[config.mk]
export PLATFORM = sky130hd
export DESIGN_NAME = rx_buf_top
export DESIGN_NICKNAME = d
export VERILOG_FILES = /design/src/rtl/rx_buf_pkg.sv /design/src/rtl/rx_buf_ctrl.sv /design/src/rtl/rx_buf_dpath.sv /design/src/rtl/rx_buf_top.sv
export SDC_FILE = /design/constraint.sdc
export NUM_CORES = 1
export LEC_CHECK = 0
export BUFFER_PORTS_ARGS = -buffer_cell sky130_fd_sc_hd__buf_4
export CORE_AREA = 5 5 65 67
export CTS_CLUSTER_DIAMETER = 120
export DETAILED_ROUTE_END_ITERATION = 8
export DIE_AREA = 0 0 70 72
export PLACE_DENSITY = 0.76
export SLEW_MARGIN = 20
export SYNTH_ARGS = -nofsm -noshare
export SYNTH_HDL_FRONTEND = slang
export SYNTH_SLANG_ARGS = --single-unit
[constraint.sdc]
create_clock -name clk -period 2 [get_ports clk]
set_clock_uncertainty 0.1 [all_clocks]
set_input_delay 0 -clock clk [delete_from_list [all_inputs] [get_ports clk]]
set_output_delay 0 -clock clk [all_outputs]
set_load 0.1 [all_outputs]
[src/rtl/rx_buf_pkg.sv]
package rx_buf_pkg;
  typedef struct packed {
    logic flush;
    logic push;
    logic pushFromHold;
    logic loadHold;
    logic pop;
  } rxBufStrobes_t;
endpackage

[src/rtl/rx_buf_ctrl.sv]
module rx_buf_ctrl
  import rx_buf_pkg::*;
#(
  parameter int DEPTH = 2
) (
  input  logic          clk,
  input  logic          rst_n,
  input  logic          rxEnable,
  input  logic          charValid,
  input  logic          startDetect,
  input  logic          readPop,
  output rxBufStrobes_t strb,
  output logic          headValid,
  output logic          overrunFlag
);
  localparam int CNT_W = $clog2(DEPTH + 1);
  localparam logic [CNT_W-1:0] FULL = CNT_W'(DEPTH);

  logic [CNT_W-1:0] count;
  logic             holdValid;
  logic             holdNext;
  logic             popOk;
  logic             room;
  logic             overrunSet;

  always_comb begin
    strb     = '0;
    holdNext = holdValid;
    popOk    = rxEnable && readPop && (count != '0);
    room     = (count < FULL) || popOk;
    if (!rxEnable) begin
      strb.flush = 1'b1;
      holdNext   = 1'b0;
    end else begin
      strb.pop = popOk;
      if (holdValid) begin
        if (room) begin
          strb.push         = 1'b1;
          strb.pushFromHold = 1'b1;
          strb.loadHold     = charValid;
          holdNext          = charValid;
        end
      end else if (charValid) begin
        if (room) begin
          strb.push = 1'b1;
        end else begin
          strb.loadHold = 1'b1;
          holdNext      = 1'b1;
        end
      end
    end
    overrunSet = rxEnable && startDetect && (count == FULL) && holdValid && !popOk;
  end

  always_ff @(posedge clk or negedge rst_n) begin
    if (!rst_n) begin
      count       <= '0;
      holdValid   <= 1'b0;
      overrunFlag <= 1'b0;
    end else begin
      holdValid <= holdNext;
      if (strb.flush) begin
        count       <= '0;
        overrunFlag <= 1'b0;
      end else begin
        case ({strb.push, strb.pop})
          2'b10:   count <= count + 1'b1;
          2'b01:   count <= count - 1'b1;
          default: count <= count;
        endcase
        if (popOk)           overrunFlag <= 1'b0;
        else if (overrunSet) overrunFlag <= 1'b1;
      end
    end
  end

  assign headValid = (count != '0);

  // occupancy bound
  p_count_max_r1: assert property (@(posedge clk) disable iff (!rst_n)
    count <= FULL);

  // disable flushes
  p_flush_r7: assert property (@(posedge clk) disable iff (!rst_n)
    !rxEnable |=> (!headValid && !overrunFlag));

  // overrun condition raises the flag
  p_overrun_set_r5: assert property (@(posedge clk) disable iff (!rst_n)
    (rxEnable && startDetect && count == FULL && holdValid && !readPop) |=> overrunFlag);

  // held character refills the store on a pop
  p_hold_drain_r9: assert property (@(posedge clk) disable iff (!rst_n)
    (rxEnable && holdValid && readPop && count == FULL) |=> (count == FULL));

  // push and pop at one entry keeps one entry
  p_simul_r10: assert property (@(posedge clk) disable iff (!rst_n)
    (rxEnable && count == CNT_W'(1) && readPop && charValid && !holdValid) |=> (count == CNT_W'(1)));
endmodule

[src/rtl/rx_buf_dpath.sv]
module rx_buf_dpath
  import rx_buf_pkg::*;
#(
  parameter int DATA_W = 9,
  parameter int DEPTH  = 2
) (
  input  logic              clk,
  input  logic              rst_n,
  input  rxBufStrobes_t     strb,
  input  logic              headValid,
  input  logic [DATA_W-1:0] inData,
  input  logic              inFe,
  input  logic              inPe,
  output logic [DATA_W-1:0] headData,
  output logic              headFe,
  output logic              headPe
);
  localparam int PTR_W = (DEPTH > 1) ? $clog2(DEPTH) : 1;
  localparam logic [PTR_W-1:0] LAST = PTR_W'(DEPTH - 1);

  logic [DATA_W-1:0] memData [DEPTH];
  logic [DEPTH-1:0]  memFe;
  logic [DEPTH-1:0]  memPe;
  logic [DATA_W-1:0] holdData;
  logic              holdFe;
  logic              holdPe;
  logic [PTR_W-1:0]  wrPtr;
  logic [PTR_W-1:0]  rdPtr;
  logic [DATA_W-1:0] wrData;
  logic              wrFe;
  logic              wrPe;

  function automatic logic [PTR_W-1:0] bump(input logic [PTR_W-1:0] p);
    return (p == LAST) ? '0 : p + 1'b1;
  endfunction

  always_comb begin
    wrData = strb.pushFromHold ? holdData : inData;
    wrFe   = strb.pushFromHold ? holdFe   : inFe;
    wrPe   = strb.pushFromHold ? holdPe   : inPe;
  end

  always_ff @(posedge clk or negedge rst_n) begin
    if (!rst_n) begin
      for (int i = 0; i < DEPTH; i++) memData[i] <= '0;
      memFe    <= '0;
      memPe    <= '0;
      holdData <= '0;
      holdFe   <= 1'b0;
      holdPe   <= 1'b0;
      wrPtr    <= '0;
      rdPtr    <= '0;
    end else if (strb.flush) begin
      wrPtr <= '0;
      rdPtr <= '0;
    end else begin
      if (strb.push) begin
        memData[wrPtr] <= wrData;
        memFe[wrPtr]   <= wrFe;
        memPe[wrPtr]   <= wrPe;
        wrPtr          <= bump(wrPtr);
      end
      if (strb.pop) rdPtr <= bump(rdPtr);
      if (strb.loadHold) begin
        holdData <= inData;
        holdFe   <= inFe;
        holdPe   <= inPe;
      end
    end
  end

  assign headData = headValid ? memData[rdPtr] : '0;
  assign headFe   = headValid & memFe[rdPtr];
  assign headPe   = headValid & memPe[rdPtr];

  // head stays put until popped
  p_head_stable_r8: assert property (@(posedge clk) disable iff (!rst_n)
    (headValid && !strb.pop && !strb.flush) |=> $stable(headData));
endmodule

[src/rtl/rx_buf_top.sv]
module rx_buf_top
  import rx_buf_pkg::*;
#(
  parameter int DATA_W = 9,
  parameter int DEPTH  = 2
) (
  input  logic              clk,
  input  logic              rst_n,
  input  logic              rxEnable,
  input  logic              charValid,
  input  logic [DATA_W-1:0] charData,
  input  logic              charFrameErr,
  input  logic              charParityBad,
  input  logic              parityCheckEn,
  input  logic              startDetect,
  input  logic              readPop,
  output logic [7:0]        rxData,
  output logic              rxBit8,
  output logic              rxComplete,
  output logic              frameErr,
  output logic              parityErr,
  output logic              overrun
);
  rxBufStrobes_t     strb;
  logic              headValid;
  logic [DATA_W-1:0] headData;

  rx_buf_ctrl #(.DEPTH(DEPTH)) ctrl_i (
    .clk(clk), .rst_n(rst_n), .rxEnable(rxEnable), .charValid(charValid),
    .startDetect(startDetect), .readPop(readPop), .strb(strb),
    .headValid(headValid), .overrunFlag(overrun)
  );

  rx_buf_dpath #(.DATA_W(DATA_W), .DEPTH(DEPTH)) dpath_i (
    .clk(clk), .rst_n(rst_n), .strb(strb), .headValid(headValid),
    .inData(charData), .inFe(charFrameErr), .inPe(charParityBad & parityCheckEn),
    .headData(headData), .headFe(frameErr), .headPe(parityErr)
  );

  assign rxData     = headData[7:0];
  assign rxBit8     = headData[8];
  assign rxComplete = headValid;
endmodule

-- Yosys cells after proc, flatten, opt, wreduce, memory -nomap -nowiden
Index checks and enable logic that the tools add are counted.
- bits in registers: 39
- output and inout port bits: 13
- word-level logic and storage cells: 89
- $add $sub $neg: 4
- $lt $le $gt $ge: 7
- eq/ne operators: 7
- mux-type cells: 41
- bitwise logic cells: 5
- reductions and logical operators: 13
- operator list (cell ; number):
    9-bit two-way mux ; 6
    1-bit two-way mux ; 26
    18-bit bitwise mux ; 1
    9-bit demux with 1-bit select ; 1
    1-bit logical AND ; 8
    3-bit by 1-bit inequality test with 1-bit output (second input constant) ; 2
    2-bit bitwise mux ; 2
    2-bit == test (second input constant) ; 2
    2-bit >= comparator (second input constant) ; 2
    1-bit by 2-bit less-than comparator with 1-bit output (second input constant) ; 2
    4-bit two-way mux ; 1
    2-bit by 1-bit inequality test with 1-bit output (second input constant) ; 2
    1-bit NOT with 2-bit output ; 2
    2-bit one-hot mux with 2 select lines ; 1
    2-bit AND reduction ; 2
    1-bit bitwise AND ; 3
    3-bit two-way mux ; 1
    1-bit adder (second input constant) ; 2
    2-bit by 1-bit adder with 2-bit output (second input constant) ; 1
    2-bit by 1-bit == test with 1-bit output (second input constant) ; 1
    2-bit by 1-bit less-than comparator with 1-bit output (second input constant) ; 1
    2-bit less-than comparator (second input constant) ; 1
    2-bit two-way mux ; 1
    2-bit nonzero test ; 1
    5 further kinds ; 5

-- Longest topological paths before layout
- word-level depth: 10
- depth in mapped cells: 6
- gate-level depth less buffers: 4

-- By module
From an unflattened synthesis, not the netlist that was laid out.
- cells, all modules: 145
- area, all modules: 1951.9 sq um
- modules (own cells, without submodules) (module ; instances ; cells an instance ; area an instance (sq um) ; sequential area each (sq um)):
    rx_buf_dpath ; 1 ; 114 ; 1684.1 ; 875.8
    rx_buf_ctrl ; 1 ; 30 ; 261.5 ; 100.1
    rx_buf_top ; 1 ; 1 ; 6.3 ; 0.0

-- Worst setup path before layout
OpenSTA, ideal clock, no wires.
- kind: register -> output
- from: register ctrl_i.count[1]
- to: output rxBit8
- data arrival time: 2.015 ns
- required time: 1.900 ns
- slack: -0.115 ns
- stages on the path, launching flop included: 4
- path through: dfrtp_1 > nor2_1 > clkbuf_1 > nor2_1
- longest elaborated chain between the ends: 2
- ends and longest elaborated chain (what ; line ; text):
    start: declaration ; rx_buf_ctrl.sv:19 ; logic [CNT_W-1:0] count;
    start signal: assignment ; rx_buf_ctrl.sv:67 ; 2'b10: count <= count + 1'b1;
    start signal: assignment ; rx_buf_ctrl.sv:68 ; 2'b01: count <= count - 1'b1;
    start signal: assignment ; rx_buf_ctrl.sv:69 ; default: count <= count;
    2-bit nonzero test ; rx_buf_ctrl.sv:77 ; assign headValid = (count != '0);
    9-bit two-way mux ; rx_buf_dpath.sv:72 ; assign headData = headValid ? memData[rdPtr] : '0;
    end: declaration ; rx_buf_top.sv:18 ; output logic rxBit8,
Every way passes these cells.

-- Worst setup path in the final report
- from: register ctrl_i.count[1]
- to: register ctrl_i.overrunFlag
- longest elaborated chain between the ends: 5
- elaborated cells on any way between the ends: 10
- those cells by class: eq/ne (2); mux (2); reduce/logical (6)
- ends and longest elaborated chain (what ; line ; text):
    2-bit == test or 2-bit nonzero test (tied branches) ; rx_buf_ctrl.sv:52, rx_buf_ctrl.sv:29 ;
    1-bit logical AND, on equally long branches ; rx_buf_ctrl.sv:52, rx_buf_ctrl.sv:29 ;
    1-bit logical AND or 1-bit zero test (tied branches) ; rx_buf_ctrl.sv:52 ; overrunSet = rxEnable && startDetect && (count == FULL) && holdValid && !popOk;
    1-bit logical AND ; rx_buf_ctrl.sv:52 ;
    3-bit by 1-bit inequality test with 1-bit output (no source line) ; - ;
    end signal: assignment ; rx_buf_ctrl.sv:59 ; overrunFlag <= 1'b0;
    end signal: assignment ; rx_buf_ctrl.sv:64 ; overrunFlag <= 1'b0;
    end signal: assignment ; rx_buf_ctrl.sv:71 ; if (popOk) overrunFlag <= 1'b0;
    end: declaration ; rx_buf_ctrl.sv:14 ; output logic overrunFlag
Several ways; a longest one is shown, not always the timed one.
A chain may end at the register's enable or synchronous reset.

==> summary.txt <==
area of the core = 3578 µm²
TritonCTS Buffers = 5
leading cell type in the layout, fill and taps excluded = dfrtp_1
via total after detailed routing = 1327
cells after synthesis = 170
GRT Total Usage = 0.1639
ports placed on the boundary = 31
combinational share of power = 0.322
effective utilization at floorplan = 0.5287
path type of the worst min-delay path = in2async
arrival time of the worst setup path = 1940 ps
drt via density = 4.989
worst path required time = 2180 ps
Pint = 1438 µW
Synth Net Count = 188
Max Clk Rate = 568.2 MHz
number of different library cells in the post-synthesis netlist = 29
final number of max-transition violations = 0
worst slew margin relative to its limit = 0.6849
Post-Route WL = 3722 µm
GR met2 Demand/Resource = 0.2602
Pwr per Cell Area = 943.4 nW/µm²
outcome = completed
global-route wire length before repair = 6499 µm
CP startpoint kind = flop
antenna violations before repair = 0
maximum number of pins on one net before global-route repair = 40
switching share of total power = 0.3548
clock tree from TritonCTS = built
cell taking the most area after synthesis = dfrtp_1
Die Span X = 70 µm
routing usage on met3 = 0.05125
number of maximum-capacitance constraint violations = 0
number of H-tree levels = 2
synthesized cell area = 1892 µm²
via count of the first global-routing pass = 1379
final count of hold timing violations = 0
Global Route met1 Usage = 0.2165
synthesized area divided by synthesized cell count = 11.13 µm²
Fillers = 292
Final Cell Area = 2362 µm²
placed standard-cell area = 2123 µm²
switching power summed over all nets = 790.6 µW
largest cells by area after synthesis = dfrtp_1 52%, mux2i_1 12%, mux2_4 7.9%
power share of the sequential group = 0.476
number of search-and-repair iterations in the first detailed-routing pass = 4
share of layout cells above drive strength 1 = 0.2569
buffer type at the clock tree root = clkbuf_4
leakage power = 0.001067 µW
maximum count of clock buffers along a single path = 2
most used routing layer in global routing = met2
Synth Warn # = 0
critical path capture point type = flop
Port Buffer Count = 30
Seq/Total Area, Yosys = 0.5159
fraction of power consumed by the clock network = 0.202
maximum VDD drop = 0.0005768 V
overall die area = 5040 µm²
top library cells by usage in the layout, fill and taps aside = 39 x dfrtp_1, 33 x buf_4, 24 x nor2_1, 22 x mux2i_1, 17 x dlygate4sd3_1
fin crit share = 0.8800
post-route antenna net violation count = 0
Clock Latency Late Sink = 340 ps
total of endpoints with negative setup slack in the final report = 0
PnR Total Power = 2228 µW
number of DRC violations after detailed routing = 0
final critical-path required period = 1760 ps
largest driver fanout on the critical path = 7
Critical Setup Path Class = reg2reg
hpwl dp = 2552 µm
height of the die = 72 µm
Resized Gates After CTS = 0
standard-cell rows = 22
unrepaired setup endpoints after global routing = no
total inserted antenna cells = 0
synthesized flop and latch total = 39
synthesis-to-layout area growth = 24.87%
TritonCTS sink count = 39
Post-layout nets = 235
placer congestion estimate = 0.6996
drt first-iter violations = 59
total grt overflow = 0
portion of synthesized cell area occupied by the leading cell type = 0.5159
clock slew at reported path FFs = 110 ps
slew at the pin closest to its max-slew limit = 472.7 ps
mean routed wirelength per cell = 13.99 µm
number of buffers inserted by post-CTS setup repair = 0
==> registers in the layout (all words and copies together) (netlist names) <==
signal,count
ctrl_i.count,2
ctrl_i.holdValid,1
ctrl_i.overrunFlag,1
dpath_i.holdData,9
dpath_i.holdFe,1
dpath_i.holdPe,1
dpath_i.memData,18
dpath_i.memFe,2
dpath_i.memPe,2
dpath_i.rdPtr,1
dpath_i.wrPtr,1
==> power groups by stage <==
stage                     clock, µW  combinational, µW  sequential [µW]
after detailed placement          0                695             1080
after global routing            504                780             1090
after global placement            0                676             1060
after floorplan                   0                552             1050
final                           450                718             1060
after CTS                       465                723             1060
==> area by class of cell <==
class / count / area [µm²] / share of cell area
Sequential cell: 39 / 975.9 / 0.4131
Multi-Input combinational cell: 119 / 832.0 / 0.3522
Timing Repair Buffer: 50 / 417.9 / 0.1769
Clock buffer: 8 / 68.82 / 0.02913
Tap cell: 48 / 60.06 / 0.02542
Inverter: 2 / 7.507 / 0.003178
==> through the flow <==
step | utilization | setup TNS (ps) | hold WS, ps | worst slack, ps | instances
after detailed placement | 0.5934 | 0 | -106.8 | 363.5 | 241
after global routing | 0.6601 | 0 | 51.10 | 154.6 | 266
after global placement | 0.5934 | 0 | -118.0 | 420.5 | 241
after CTS | 0.6601 | 0 | 35.28 | 302.6 | 266
after floorplan | - | -1134 | -395.6 | -115.1 | 170
final | 0.6601 | 0 | 35.28 | 239.9 | 266
==> what timing repair did <==
item / CTS / global route
hold buffers: 17 / 0
endpoints found under the hold margin: 76 / 0
setup endpoints to repair: 0 / 0
==> final timing paths <==
path | from | endpoint | slack, ps | cells past startpoint
worst max register to register | ctrl_i.count[1]$_DFFE_PN0P_ | ctrl_i.overrunFlag$_DFFE_PN0P_ | 240 | 4
worst min-delay path | rst_n | dpath_i.wrPtr$_DFFE_PN0P_ | 40 | 2
worst min register to register | dpath_i.memData[1]$_DFFE_PN0P_ | dpath_i.memData[1]$_DFFE_PN0P_ | 390 | 2
max in group asynchronous | rst_n | ctrl_i.overrunFlag$_DFFE_PN0P_ | 1420 | 2
worst max-delay path | ctrl_i.count[1]$_DFFE_PN0P_ | ctrl_i.overrunFlag$_DFFE_PN0P_ | 240 | 4
min in group clk | readPop | ctrl_i.count[1]$_DFFE_PN0P_ | 50 | 4
==> routing by layer <==
metal	part of all wire	vias to the layer above
met4	0.014	0
met1	0.46	623
met2	0.47	29
li1	-	669
met5	0	-
met3	0.055	6
==> cell usage after synthesis, drive strengths merged <==
master	number
o21a	1
mux2	11
nand2b	1
or2	1
a41oi	1
buf	8
and2b	2
nand2	15
mux2i	22
clkbuf	2
dfrtp	39
o21ai	16
a21oi	11
nand4	1
and4b	1
and2	4
or2b	1
xnor2	3
inv	2
and3	2
nor2	24
a21boi	2
==> logic make-up after synthesis <==
kind of cell | count (synthesis) | synth area share
AO/OA/AOI/OAI | 31 | 0.08796
XOR/XNOR | 3 | 0.01389
buffers and inverters | 12 | 0.04431
flip-flops | 39 | 0.5159
multiplexers | 33 | 0.2017
AND/OR/NAND/NOR | 52 | 0.1363
==> worst max-delay path: stages (launching register included) <==
cell and delay [ps]:
dfrtp_1 480, o21ai_0 330, nand2_1 110, dlygate4sd3_1 580
nor2_1 90
(Power assumes the default switching activity.)
